**src/rtl/sdram_refresh_pkg.sv**
```systemverilog
package sdram_refresh_pkg;

    typedef enum logic [2:0] {
        ST_IDLE,
        ST_WRP,
        ST_WRC,
        ST_SLEEP,
        ST_XPD,
        ST_XWAIT
    } seq_state_e;

    typedef enum logic [1:0] {
        CMD_DESL,
        CMD_PALL,
        CMD_REF
    } cmd_e;

    typedef struct packed {
        logic cs_n;
        logic ras_n;
        logic cas_n;
        logic we_n;
    } pins_t;

    function automatic pins_t cmd_pins(cmd_e c);
        pins_t p;
        case (c)
            CMD_PALL: p = '{cs_n: 1'b0, ras_n: 1'b0, cas_n: 1'b1, we_n: 1'b0};
            CMD_REF:  p = '{cs_n: 1'b0, ras_n: 1'b0, cas_n: 1'b0, we_n: 1'b1};
            default:  p = '{cs_n: 1'b1, ras_n: 1'b1, cas_n: 1'b1, we_n: 1'b1};
        endcase
        return p;
    endfunction

endpackage

```
**src/rtl/seq_timer.sv**
```systemverilog
module seq_timer #(
    parameter int W = 8
) (
    input  logic         clk,
    input  logic         rst_n,
    input  logic         load,
    input  logic [W-1:0] load_val,
    output logic         zero
);
    logic [W-1:0] cnt_d, cnt_q;

    always_comb begin
        cnt_d = cnt_q;
        if (load) begin
            cnt_d = load_val;
        end else if (cnt_q != '0) begin
            cnt_d = cnt_q - 1'b1;
        end
    end

    always_ff @(posedge clk or negedge rst_n) begin
        if (!rst_n) cnt_q <= '0;
        else        cnt_q <= cnt_d;
    end

    assign zero = (cnt_q == '0);
endmodule

```
**src/rtl/bank_tracker.sv**
```systemverilog
module bank_tracker (
    input  logic clk,
    input  logic rst_n,
    input  logic act_done,
    input  logic pall_issued,
    output logic bank_open
);
    logic open_d, open_q;

    always_comb begin
        open_d = open_q;
        if (act_done)    open_d = 1'b1;
        if (pall_issued) open_d = 1'b0;
    end

    always_ff @(posedge clk or negedge rst_n) begin
        if (!rst_n) open_q <= 1'b0;
        else        open_q <= open_d;
    end

    assign bank_open = open_q;
endmodule

```
**src/rtl/cmd_encoder.sv**
```systemverilog
module cmd_encoder
    import sdram_refresh_pkg::*;
(
    input  cmd_e cmd,
    output logic cs_n,
    output logic ras_n,
    output logic cas_n,
    output logic we_n,
    output logic a10
);
    pins_t p;

    always_comb begin
        p     = cmd_pins(cmd);
        cs_n  = p.cs_n;
        ras_n = p.ras_n;
        cas_n = p.cas_n;
        we_n  = p.we_n;
        a10   = (cmd == CMD_PALL);
    end
endmodule

```
**src/rtl/sdram_refresh_seq.sv**
```systemverilog
module sdram_refresh_seq
    import sdram_refresh_pkg::*;
#(
    parameter int T_RP     = 3,
    parameter int T_RAS    = 6,
    parameter int T_XSC    = 20,
    parameter int T_PDEX   = 2,
    parameter int T_RELOCK = 200
) (
    input  logic clk,
    input  logic rst_n,
    input  logic aref_req,
    input  logic sref_enter_req,
    input  logic sref_exit_req,
    input  logic act_done,
    output logic cs_n,
    output logic ras_n,
    output logic cas_n,
    output logic we_n,
    output logic a10,
    output logic cke,
    output logic ready,
    output logic sleep
);
    localparam int T_RC    = T_RAS + T_RP;
    localparam int T_XWAIT = (T_XSC > T_RELOCK) ? T_XSC : T_RELOCK;
    localparam int T_M1    = (T_RC > T_XWAIT) ? T_RC : T_XWAIT;
    localparam int T_MAX   = (T_M1 > T_PDEX) ? T_M1 : T_PDEX;
    localparam int CW      = $clog2(T_MAX + 1);

    localparam logic [CW-1:0] RP_L    = CW'(T_RP - 1);
    localparam logic [CW-1:0] RC_L    = CW'(T_RC - 1);
    localparam logic [CW-1:0] PDEX_L  = CW'(T_PDEX - 1);
    localparam logic [CW-1:0] XWAIT_L = CW'(T_XWAIT - 1);

    typedef struct packed {
        seq_state_e state;
        cmd_e       cmd;
        logic       cke;
        logic       ready;
        logic       goal_sref;
    } seq_t;

    seq_t            s_d, s_q;
    logic            tmr_load;
    logic [CW-1:0]   tmr_val;
    logic            tmr_zero;
    logic            bank_open;

    seq_timer #(.W(CW)) u_timer (
        .clk      (clk),
        .rst_n    (rst_n),
        .load     (tmr_load),
        .load_val (tmr_val),
        .zero     (tmr_zero)
    );

    bank_tracker u_banks (
        .clk         (clk),
        .rst_n       (rst_n),
        .act_done    (act_done),
        .pall_issued (s_q.cmd == CMD_PALL),
        .bank_open   (bank_open)
    );

    cmd_encoder u_enc (
        .cmd   (s_q.cmd),
        .cs_n  (cs_n),
        .ras_n (ras_n),
        .cas_n (cas_n),
        .we_n  (we_n),
        .a10   (a10)
    );

    always_comb begin
        s_d      = s_q;
        s_d.cmd  = CMD_DESL;
        tmr_load = 1'b0;
        tmr_val  = '0;
        case (s_q.state)
            ST_IDLE: begin
                if (aref_req || sref_enter_req) begin
                    s_d.ready     = 1'b0;
                    s_d.goal_sref = !aref_req;
                    if (bank_open) begin
                        s_d.cmd   = CMD_PALL;
                        s_d.state = ST_WRP;
                        tmr_load  = 1'b1;
                        tmr_val   = RP_L;
                    end else if (!aref_req) begin
                        s_d.cmd   = CMD_REF;
                        s_d.cke   = 1'b0;
                        s_d.state = ST_SLEEP;
                    end else begin
                        s_d.cmd   = CMD_REF;
                        s_d.state = ST_WRC;
                        tmr_load  = 1'b1;
                        tmr_val   = RC_L;
                    end
                end
            end
            ST_WRP: begin
                if (tmr_zero) begin
                    s_d.cmd = CMD_REF;
                    if (s_q.goal_sref) begin
                        s_d.cke   = 1'b0;
                        s_d.state = ST_SLEEP;
                    end else begin
                        s_d.state = ST_WRC;
                        tmr_load  = 1'b1;
                        tmr_val   = RC_L;
                    end
                end
            end
            ST_WRC: begin
                if (tmr_zero) begin
                    s_d.state = ST_IDLE;
                    s_d.ready = 1'b1;
                end
            end
            ST_SLEEP: begin
                if (sref_exit_req) begin
                    s_d.cke   = 1'b1;
                    s_d.state = ST_XPD;
                    tmr_load  = 1'b1;
                    tmr_val   = PDEX_L;
                end
            end
            ST_XPD: begin
                if (tmr_zero) begin
                    s_d.state = ST_XWAIT;
                    tmr_load  = 1'b1;
                    tmr_val   = XWAIT_L;
                end
            end
            ST_XWAIT: begin
                if (tmr_zero) begin
                    s_d.state = ST_IDLE;
                    s_d.ready = 1'b1;
                end
            end
            default: begin
                s_d.state = ST_IDLE;
                s_d.cke   = 1'b1;
                s_d.ready = 1'b1;
            end
        endcase
    end

    always_ff @(posedge clk or negedge rst_n) begin
        if (!rst_n) begin
            s_q.state     <= ST_IDLE;
            s_q.cmd       <= CMD_DESL;
            s_q.cke       <= 1'b1;
            s_q.ready     <= 1'b1;
            s_q.goal_sref <= 1'b0;
        end else begin
            s_q <= s_d;
        end
    end

    assign cke   = s_q.cke;
    assign ready = s_q.ready;
    assign sleep = (s_q.state == ST_SLEEP);
endmodule

```
**config.mk**
```make
export PLATFORM = sky130hd
export DESIGN_NAME = sdram_refresh_seq
export DESIGN_NICKNAME = d
export VERILOG_FILES = /design/src/rtl/sdram_refresh_pkg.sv /design/src/rtl/seq_timer.sv /design/src/rtl/bank_tracker.sv /design/src/rtl/cmd_encoder.sv /design/src/rtl/sdram_refresh_seq.sv
export SDC_FILE = /design/constraint.sdc
export NUM_CORES = 1
export LEC_CHECK = 0
export BUFFER_PORTS_ARGS = -buffer_cell sky130_fd_sc_hd__buf_2
export CAP_MARGIN = 20
export CORE_MARGIN = 3
export CORE_UTILIZATION = 50
export DETAILED_ROUTE_END_ITERATION = 10
export PLACE_DENSITY_LB_ADDON = 0.05
export RECOVER_POWER = 25
export REMOVE_ABC_BUFFERS = 1
export SYNTH_ARGS = -nofsm -noshare
export SYNTH_HDL_FRONTEND = slang
export SYNTH_SLANG_ARGS = --single-unit
```
**constraint.sdc**
```tcl
create_clock -name clk -period 1.75 [get_ports clk]
set_input_delay 0 -clock clk [delete_from_list [all_inputs] [get_ports clk]]
set_output_delay 0 -clock clk [all_outputs]
set_load 0.02 [all_outputs]
```
======== Word level (Yosys, flattened, before mapping) ========
Index checks and enable logic that the tools add are counted.
storage, ports and cells
  logic and storage cells ................. 77
  flip-flop bits (word level) ............. 17
  bits of input ports ..................... 6
  output and inout bits ................... 8
cells by class
  bitwise operators ....................... 2
  multiplexer cells ....................... 38
  equality and inequality tests ........... 15
  reductions and logical operators ........ 14
  add/sub/neg operators ................... 1
operator list
  operator             count
  $mux 8               4
  $pmux 8 s4           1
  $mux 4               6
  $mux 1               16
  $pmux 3 s5           1
  $ne 2x2->1 const B   7
  $mux 3               4
  $logic_not 8->1      1
  $pmux 1 s4           2
  $pmux 4 s2           1
  $reduce_bool 8->1    1
  $sub 8x1->8 const B  1
  $reduce_and 7->1     1
  $eq 3x2->1 const B   2
  $eq 3x3->1 const B   2
  $mux 6               1
  $reduce_or 3->1      2
  $reduce_and 5->1     1
  $pmux 2 s2           1
  $reduce_bool 2->1    2
  $eq 3x1->1 const B   1
  $logic_not 3->1      1
  $pmux 1 s3           1
  $reduce_and 3->1     1
  8 further kinds      9

======== Logic depth before layout (Yosys ltp) ========
Gate-level depths: netlist (run 1).
  depth after elaboration ................. 5
  depth in mapped cells ................... 7
  depth with buffers taken out ............ 6

======== Cells and area by module ========
From an unflattened synthesis (run 1), not the netlist that was laid out.
unflattened totals
  cells, all modules ...................... 130
  area, all modules ....................... 1152.4 µm²
modules (own cells, without submodules)
  module             sequential area each (µm²)  area an instance (µm²)  cells each  times used
  sdram_refresh_seq  202.7                       580.6                   66          1
  seq_timer          200.2                       476.7                   54          1
  cmd_encoder        0.0                         60.1                    8           1
  bank_tracker       25.0                        35.0                    2           1

======== Worst setup path before layout (run 1) ========
OpenSTA, ideal clock, no wires.
  kind .................................... register -> register
  from .................................... register u_timer.cnt_q[0]
  to ...................................... register s_q[6] (netlist name)
  library setup time ...................... 0.118 ns
  slack ................................... 0.110 ns
  arrival ................................. 1.522 ns
  clock period less this slack ............ 1.640 ns
  path buffers ............................ 1
  cell stages (with the launch flop) ...... 8
  data required time ...................... 1.632 ns
  cells stage by stage .................... dfrtp_1 inv_1 ha_1 nor3b_2 and2_1 buf_6 o22ai_1 a21o_1
on the way
  cells in the longest elaborated chain, start to end .. 3
  elaborated cells between the ends (all ways) .. 5
  classes of those cells .................. eq/ne (3); reduce/logical (2)
RTL lines
  element                                                    RTL line                 text
  start, declared                                            seq_timer.sv:10          logic [W-1:0] cnt_d, cnt_q;
  start signal, assigned                                     seq_timer.sv:23          else cnt_q <= cnt_d;
  $logic_not 8->1 (*)                                        seq_timer.sv:26          assign zero = (cnt_q == '0);
  $ne 2x2->1 (no line) / $ne 2x1->1 (equally long branches)  n/a
  $reduce_and 5->1 (no line) (*)                             n/a
  end, declared                                              sdram_refresh_seq.sv:44  seq_t s_d, s_q;
Every way passes the cells marked *; elsewhere a longest branch is shown, timed or not.
A chain may end at the register's enable or synchronous reset.

======== Worst setup path in the final report (run 1) ========
  from .................................... register u_timer.cnt_q[1]
  to ...................................... register s_q[7] (netlist name)
Same word-level chain as after synthesis.

==> impl_metrics.yaml, run 1 <==
outcome:
  status: "complete, no violations"
timing:
  timing.setup.tns_ns: 0
  rsz0062_at_grt: "yes"
  max_freq_mhz: 589
  relSlewSlack_pct: 38.6
  worst_pin_slew_ns: 0.921
  hold_ws_ns: 0.00946
  hold_violations: 0
  final.min_clock_period_ns: 1.70
  setup_violations: 0
  drv_slew: 0
  fin_skew_ns: 0.00989
  period_share_pct: 97.1
worst_setup_path:
  setup.worst_path.start_class: "flip-flop"
  critPathArrivalTime_ns: 1.88
  cp_data_required_time_ns: 1.93
  worstSetupPathType: "reg -> reg"
  r2r_start: "u_timer.cnt_q[1]"
  endpoint: "s_q[7]"
  crit_fanout: 7
  regToRegEndpoint: "s_q[7]"
  timing.critical_path.from: "u_timer.cnt_q[1]"
  r2r_cells: 6
  r2r_setup_slack_ns: 0.05
  end_kind: "flip-flop"
floorplanning:
  dieArea_um2: 2680
  ios: 14
  coreArea_um2: 1860
  num_rows: 15
  die_w_um: 51.8
  start_util_pct: 56.4
  die_y_um: 51.8
pwr:
  power_w: 0.000624
  peakVddDrop_v: 0.000494
  p_per_area_nw_per_um2: 491
  power.leakage_nw: 0.530
detailed_routing:
  drc: 0
  drt-wirelength-per-cell_um: 14.6
  num_vias: 916
  vias_per_cell: 5.65
  drt-initial-drc-count: 27
  drt-pass1-iter-count: 4
  finalWirelength_mm: 2.36
  ant_nets: 0
synth:
  synth_cell_types: 39
  syn_area_um2: 1050
  synth_cells: 112
  synth-edff-count: 0
  synth-async-reset-ratio_pct: 100
  synth.area.top_cells: "dfrtp_1 (36%), ha_1 (6.0%), dfstp_2 (5.0%)"
  synth_ff_type: "dfrtp_1"
  synth_top_area_share_pct: 35.8
  synth_top_cell_by_area: "dfrtp_1"
  yosys_warnings: 0
  ys_seq_elements: 17
  avgSynthCellArea_um2: 9.36
  yosysSeqAreaShare_pct: 40.8
finish:
  syn2layout_area_growth_pct: 21.1
  layout.cells.non_filler: 162
  antenna_cells: 0
  n_fill_cell: 160
  fin_nets: 149
  layout-drive-gt1-share_pct: 27.0
  design_area_um2: 1270
grt:
  grt_pass1_wl_mm: 4.08
  met1_usage_pct: 26.2
  grt_overflow: 0
  grt_busiest_layer: "met2"
  grt_usage_pct: 20.0
  grtUsageMet3_pct: 4.87
  grt_pass1_vias: 914
  grt_antenna_before_repair: 0
  grt_max_degree: 18
  met2_usage_pct: 32.2
clocking:
  cts_max_level: 1
  cts.sinks: 17
  clk_pin_slew_ns: 0.10
  clkLatencyLatePin_ns: 0.29
  cts_tree: "done"
  clock_path_buffers: 2
  root_buffer: "clkbuf_4"
  cts_buffers: 3
place:
  hpwl_mm: 1.76
  finalWeightedCongestion: 0.967
  placed_area_um2: 1180
  dp_cells: 153
  portBuffers: 13
flow_run:
  maxCapViolCount: 0
min_path:
  hold_class: "in -> reg"
-- power breakdown --
part | switching [W] | leakage [nW] | internal (W)
Sequential | 0.000000000000000000338 | 0.195 | 0.000393
Combinational | 0.0000148 | 0.320 | 0.0000100
Clock | 0.000118 | 0.0150 | 0.0000885
-- placed cells by master, fill, tap and decap left out, types with 2 or more instances in the layout --
| cell type | count |
|---|---|
| xnor2_1 | 6 |
| dfrtp_1 | 14 |
| nor4_1 | 2 |
| nand3_1 | 2 |
| clkbuf_4 | 3 |
| a21oi_1 | 8 |
| nand2_1 | 6 |
| a2bb2oi_1 | 2 |
| o21ai_0 | 8 |
| dlygate4sd3_1 | 3 |
| dfstp_2 | 2 |
| nand4_1 | 3 |
| ha_1 | 5 |
| clkbuf_1 | 2 |
| inv_1 | 9 |
| nor2_1 | 9 |
| buf_4 | 10 |
| o22ai_1 | 3 |
| buf_2 | 12 |
| a21o_1 | 3 |
| nor3_1 | 2 |
-- flip-flops by register name (all words and copies together) (netlist names) --
register and count:
u_timer.cnt_q 8, s_q 6, cke 1, ready 1, u_banks.bank_open 1
-- Yosys cell counts, types with 2 or more instances --
master	count
ha_1	5
nand2_1	6
a2bb2oi_1	2
nor4_1	2
nor2_1	9
nand3_1	2
o22ai_1	3
inv_1	10
dfrtp_1	15
dfstp_2	2
a21oi_1	8
nor3_1	2
xnor2_1	6
a21o_1	3
nand4_1	3
o21ai_0	8
clkbuf_1	4
-- how the worst min path moves through the flow --
stage                         startpoint     end  slack [ns]  depth (start not counted)
after CTS                 sref_enter_req  s_q[0]        0.01                          3
final                     sref_enter_req  s_q[0]       0.009                          3
after global routing      sref_enter_req  s_q[0]        0.02                          3
after floorplan                    rst_n  s_q[0]       -0.30                          0
after detailed placement           rst_n  s_q[3]       -0.06                          1
after global placement             rst_n  s_q[3]       -0.06                          1
-- cell families after synthesis --
logic type	Yosys count	synth area share [%]
AOI/OAI and AO/OA	34	21.6
and+or+nand+nor	33	19.0
DFF	17	40.8
xor gates and xnor gates	7	5.85
adders and majority gates	5	5.97
buffers and inverters	16	6.80
-- per-stage QoR --
step	worst slack [ns]	util, %
finish	0.0511	68.4
global route	-0.0269	68.4
CTS	0.0108	66.5
detailed placement	-0.00415	63.4
global placement	0.129	63.4
floorplan	0.0795	-
-- layer usage --
| layer | vias to the layer above | routed length (µm) |
|---|---|---|
| met3 | 2 | 166 |
| met5 | - | 0 |
| met1 | 425 | 1080 |
| li1 | 456 | - |
| met4 | 0 | 14 |
| met2 | 33 | 1100 |
-- layout make-up --
class | count | area, µm² | area share, %
clock buffer | 4 | 26.3 | 2.07
inverter | 10 | 37.5 | 2.96
multi-input combinational | 79 | 566 | 44.5
sequential | 17 | 429 | 33.8
tap | 25 | 31.3 | 2.46
timing repair buffer | 27 | 180 | 14.2
-- critical path, cell delays in order, from the launching register on --
cell	delay, ns
dfrtp_1	0.43
inv_2	0.08
ha_1	0.15
nor3b_4	0.28
and2_2	0.29
o22ai_1	0.16
a21o_1	0.21
-- timing repair --
item,4_1_cts,5_1_grt
hold buffers,3,0
setup buffers,0,2
gates resized for setup,1,6
endpoints found under the setup margin,2,10
hold endpoints to repair,19,0
pin swaps,0,2
Note: power is estimated with default switching activity, not from simulation.
==> run 2, diff against run 1 <==
Settings changed: ABC_AREA set to 1, SYNTH_HIERARCHICAL set to 1.
==> run 2 against run 1 <==
Compared with the run above: the flow now finishes with violations (negative setup slack); via count grew 31%; worst hold slack gained 0.023 ns; worst setup slack lost 0.11 ns; critical endpoint is now u_timer/cnt_q[0]; largest cell class unchanged; largest power group is now combinational logic; highest routed layer unchanged.
==> impl_metrics.yaml, run 2 <==
outcome:
  status: "finished with violations"
  violations: "negative setup slack"
pwr:
  peakVddDrop_v: 0.00112
  p_per_area_nw_per_um2: 1960
  power.leakage_nw: 0.863
  power_w: 0.00302
worst_setup_path:
  crit_fanout: 5
  r2r_cells: 10
  cp_data_required_time_ns: 1.95
  worstSetupPathType: "reg -> reg"
  critPathArrivalTime_ns: 2.01
  setup.worst_path.start_class: "flip-flop"
  end_kind: "flip-flop"
timing:
  fin_skew_ns: 0.00419
  period_share_pct: 103
  hold_ws_ns: 0.0321
  relSlewSlack_pct: 39.1
  max_freq_mhz: 554
  hold_violations: 0
  setup_ws_ns: -0.0554
  rsz0062_at_grt: "yes"
  drv_slew: 0
  worst_pin_slew_ns: 0.914
  final.min_clock_period_ns: 1.81
  setup_violations: 6
flow_run:
  maxCapViolCount: 0
finish:
  fin_nets: 224
  final-seq-area_um2: 428
  n_fill_cell: 168
  layout-drive-gt1-share_pct: 35.7
  post-route-util_pct: 74.2
  multi_input_area_um2: 667
  antenna_cells: 0
  largestRegisters: "u_timer/cnt_q x8, s_q x6"
  largest_register_ffs: 8
  final_cell_mix: "nand2_1 (49), buf_4 (27), inv_1 (18)"
  syn2layout_area_growth_pct: 32.0
  largest_register: "u_timer/cnt_q"
  final_common_cell: "nand2_1"
detailed_routing:
  finalWirelength_mm: 2.83
  drc: 0
  drt-wirelength-per-cell_um: 11.8
  drt-initial-drc-count: 52
  num_vias: 1196
  drt-pass1-iter-count: 4
  vias_per_cell: 4.98
  ant_nets: 0
synth:
  synth.most_common_cell: "nand2_1"
  synth_ff_type: "dfrtp_1"
  synth_cell_types: 26
  synth-compound-area-share_pct: 9.20
  synthMuxAreaShare_pct: 0
  synth_commonest_cells: "nand2_1 (49), inv_1 (21), nand3_1 (17), nor2_1 (16), dfrtp_1 (15)"
  syn_area_um2: 1170
  synth-edff-count: 0
  synth_top_cell_by_area: "dfrtp_1"
  ys_seq_elements: 17
  synth_cells: 167
  yosys_warnings: 6
  synth.area.top_cells: "dfrtp_1 (32%), nand2_1 (16%), nand3_1 (7.3%)"
  yosysSeqAreaShare_pct: 36.6
  avgSynthCellArea_um2: 7.01
  synth_top_family_by_area: "simple AND/OR/NAND/NOR gates"
  yosys.area_share.adder_pct: 4.28
  yosys.area_share.simple_pct: 38.7
  synth_xor_area_share_pct: 1.50
  synth-async-reset-ratio_pct: 100
  synth_top_area_share_pct: 32.1
place:
  portBuffers: 13
  finalWeightedCongestion: 0.893
  hpwl_mm: 1.97
  preCtsSetupSlack_ns: -0.0304
floorplanning:
  coreArea_um2: 2080
  start_util_pct: 56.2
  die_w_um: 54.4
  dieArea_um2: 2960
  num_rows: 16
  ios: 14
  die_y_um: 54.4
clocking:
  cts_buffers: 3
  cts.sinks: 17
  clkLatencyLatePin_ns: 0.30
  clock_path_buffers: 2
  cts_tree: "done"
  root_buffer: "clkbuf_4"
  clk_pin_slew_ns: 0.11
  cts_max_level: 1
min_path:
  worstHoldPathCells: 4
  hold_class: "in -> reg"
grt:
  grt_usage_pct: 21.6
  grt_max_degree: 18
  grt_pass1_vias: 1120
  grt_antenna_before_repair: 0
  grt_pass1_wl_mm: 4.53
  grt_overflow: 0
[run 2: cell count changes after synthesis, sizes merged, moves of 4 or more]
cell    change
nand2      +49
nor2       +15
nor4        -4
clkbuf      -4
o21ai       +4
a21oi       -6
nand3      +16
inv        +16
xnor2       -5
[run 2: critical path: stages (launching register included)]
cell and delay [ns]:
dfrtp_1 0.43, nor2_2 0.20, nand2_4 0.07, nor2_4 0.15, buf_4 0.12, nand3_1 0.09
o211ai_1 0.21, buf_4 0.21, o21ai_0 0.08, nand2_1 0.08, o21ai_2 0.05
[run 2: power breakdown]
| part | switching (W) | leakage (nW) | internal [W] | total (W) |
|---|---|---|---|---|
| clock network | 0.000133 | 0.0150 | 0.0000888 | 0.000222 |
| registers | 0.000160 | 0.210 | 0.000594 | 0.000753 |
| logic | 0.00118 | 0.638 | 0.000867 | 0.00205 |
| total | 0.00147 | 0.863 | 0.00155 | 0.00302 |
[run 2: timing repair]
item | CTS | global route
cloned | 1 | 0
hold buffers | 2 | 0
hold endpoints to repair | 18 | 0
endpoints found under the setup margin | 8 | 8
setup buffers | 6 | 7
resized for setup | 7 | 4
pin swaps | 2 | 5
[run 2: metrics by stage]
step                      cell area, µm²  instances  TNS [ns]
after floorplan                     1160        166     -2.44
after global placement              1370        220         0
after detailed placement            1370        220   -0.0687
after CTS                           1480        233         0
after global routing                1540        240     -1.06
final                               1540        240    -0.177
[run 2: routing by layer]
| layer | up-vias | share of wire, % | GRT usage [%] |
|---|---|---|---|
| li1 | 608 | - | - |
| met1 | 541 | 47 | 27.6 |
| met2 | 39 | 47 | 35.5 |
| met3 | 8 | 5.2 | 4.09 |
| met4 | 0 | 1.2 | 8.71 |
| met5 | - | 0 | 0 |
[run 2: cells by family after synthesis]
| group | count (synthesis) |
|---|---|
| AND/OR/NAND/NOR | 98 |
| buffers and inverters | 28 |
| AO/OA/AOI/OAI | 17 |
| flip-flops | 17 |
| adder cells (fa/ha/maj) | 4 |
| XOR/XNOR | 2 |
| other | 1 |
[run 2: cell type report]
cell class	count	share of cell area (%)
multi-input cells	123	43.2
flip-flops and latches	17	27.7
repair buffers	43	18.9
inverters	26	6.32
well taps	27	2.19
clock buffers	4	1.70
[run 2: final timing paths]
path / startpoint / end / slack [ns]
setup / recovery: u_timer/cnt_q[3] / u_timer/cnt_q[0] / -0.06
hold / removal: aref_req / s_q[0] / 0.03
setup reg to reg: u_timer/cnt_q[3] / u_timer/cnt_q[0] / -0.06
hold reg to reg: cke / cke / 0.47
max in group asynchronous: rst_n / s_q[5] / 0.85
min in group asynchronous: rst_n / u_timer/cnt_q[3] / 0.34
==> run 3, diff against run 2 <==
Settings changed: SKIP_CTS_REPAIR_TIMING set to 1.
==> run 3 against run 2 <==
Compared with the run above: the flow now finishes without violations; routed wire length is 5.6% lower; worst hold slack better by 0.0011 ns; sequential power is 2% higher; sequential cell count stayed put; final cell count is 2.1% lower; clock skew is 0.0024 ns lower; global-route usage is 1.0 points lower; critical path type unchanged; largest cell class unchanged; highest routed layer unchanged.
==> impl_metrics.yaml, run 3 (synthesis gave the netlist of run 2 again) <==
outcome:
  status: "complete, no violations"
clocking:
  clkLatencyLatePin_ns: 0.29
  cts_buffers: 3
  cts.sinks: 17
  cts_tree: "done"
  cts_max_level: 1
  clk_pin_slew_ns: 0.10
  clock_path_buffers: 2
  root_buffer: "clkbuf_4"
floorplanning:
  num_rows: 16
  coreArea_um2: 2080
  ios: 14
  dieArea_um2: 2960
  start_util_pct: 56.2
  die_y_um: 54.4
  die_w_um: 54.4
grt:
  grt_usage_pct: 20.5
  grt_pass1_wl_mm: 4.32
  grt_max_degree: 18
  grt_antenna_before_repair: 0
  grt_pass1_vias: 1036
  grt_overflow: 0
detailed_routing:
  vias_per_cell: 4.93
  drc: 0
  drt-pass1-iter-count: 4
  finalWirelength_mm: 2.67
  num_vias: 1159
  drt-initial-drc-count: 37
  drt-wirelength-per-cell_um: 11.4
  ant_nets: 0
timing:
  relSlewSlack_pct: 39.7
  rsz0062_at_grt: "yes"
  setup_violations: 0
  hold_violations: 0
  max_freq_mhz: 579
  timing.setup.tns_ns: 0
  fin_skew_ns: 0.00177
  period_share_pct: 98.6
  final.min_clock_period_ns: 1.73
  drv_slew: 0
  worst_pin_slew_ns: 0.904
worst_setup_path:
  r2r_start: "u_timer/cnt_q[3]"
  end_kind: "flip-flop"
  timing.critical_path.from: "u_timer/cnt_q[3]"
  setup.worst_path.start_class: "flip-flop"
  regToRegEndpoint: "u_timer/cnt_q[0]"
  r2r_cells: 12
  critPathArrivalTime_ns: 1.96
  r2r_setup_slack_ns: 0.02
  worstSetupPathType: "reg -> reg"
  cp_data_required_time_ns: 1.98
  endpoint: "u_timer/cnt_q[0]"
  crit_fanout: 5
finish:
  layout.cells.non_filler: 235
  antenna_cells: 0
  fin_nets: 219
  design_area_um2: 1520
  largest_register_ffs: 8
  syn2layout_area_growth_pct: 29.6
  n_fill_cell: 162
  largestRegisters: "u_timer/cnt_q x8, s_q x6"
  largest_register: "u_timer/cnt_q"
  final_common_cell: "nand2_1"
  layout-drive-gt1-share_pct: 36.1
  final_cell_mix: "nand2_1 (46), buf_4 (22), inv_1 (18)"
place:
  hpwl_mm: 1.97
  finalWeightedCongestion: 0.893
  dp_cells: 220
  portBuffers: 13
  placed_area_um2: 1370
pwr:
  power.leakage_nw: 0.839
  power_w: 0.00299
  peakVddDrop_v: 0.00110
  p_per_area_nw_per_um2: 1970
min_path:
  hold_class: "in -> reg"
  worstHoldPathCells: 4
flow_run:
  maxCapViolCount: 0
==> run 3: how the worst min path moves through the flow <==
| stage | startpoint | endpoint | slack [ns] |
|---|---|---|---|
| finish | aref_req | s_q[0] | 0.03 |
| global route | sref_enter_req | s_q[3] | 0.06 |
| CTS | rst_n | u_timer/cnt_q[3] | -0.38 |
| detailed placement | rst_n | s_q[4] | -0.05 |
| global placement | rst_n | s_q[0] | -0.05 |
| floorplan | rst_n | s_q[0] | -0.30 |
==> run 3: critical path: stages, from the launching register on <==
cell and delay (ns):
dfrtp_1 0.43, nor2_2 0.20, nand2_4 0.07, nor2_4 0.12
nand3_2 0.10, o21ai_2 0.09, inv_2 0.06, o211ai_1 0.14
buf_4 0.21, nand2_2 0.04, o21ai_1 0.07, nand2_1 0.08
o21ai_2 0.05
==> run 3: area by class of cell <==
class                      count  area (µm²)  area share, %
timing repair buffer          38         254           16.7
tap                           27        33.8           2.23
sequential                    17         428           28.2
clock buffer                   4        26.3           1.73
inverter                      26        97.6           6.44
multi-input combinational    123         677           44.6
==> run 3: stage by stage <==
step / util (%) / worst slack, ns / hold slack [ns]
2_1_floorplan: - / -0.426 / -0.296
3_3_place_gp: 65.6 / 0.0659 / -0.0520
3_5_place_dp: 65.6 / -0.0304 / -0.0466
4_1_cts: 66.8 / -0.0567 / -0.380
5_1_grt: 72.8 / -0.121 / 0.0613
6_report: 72.8 / 0.0239 / 0.0331
==> run 3: metal layers <==
layer / track usage (%) / wire, µm
met4: 7.47 / 22
met5: 0 / 0
met1: 27.6 / 1280
met3: 3.54 / 143
met2: 32.9 / 1230
==> run 3: power by group <==
group / switching, W / internal [W]
Combinational: 0.00116 / 0.000845
Clock: 0.000132 / 0.0000887
Sequential: 0.000171 / 0.000594
Total: 0.00147 / 0.00153
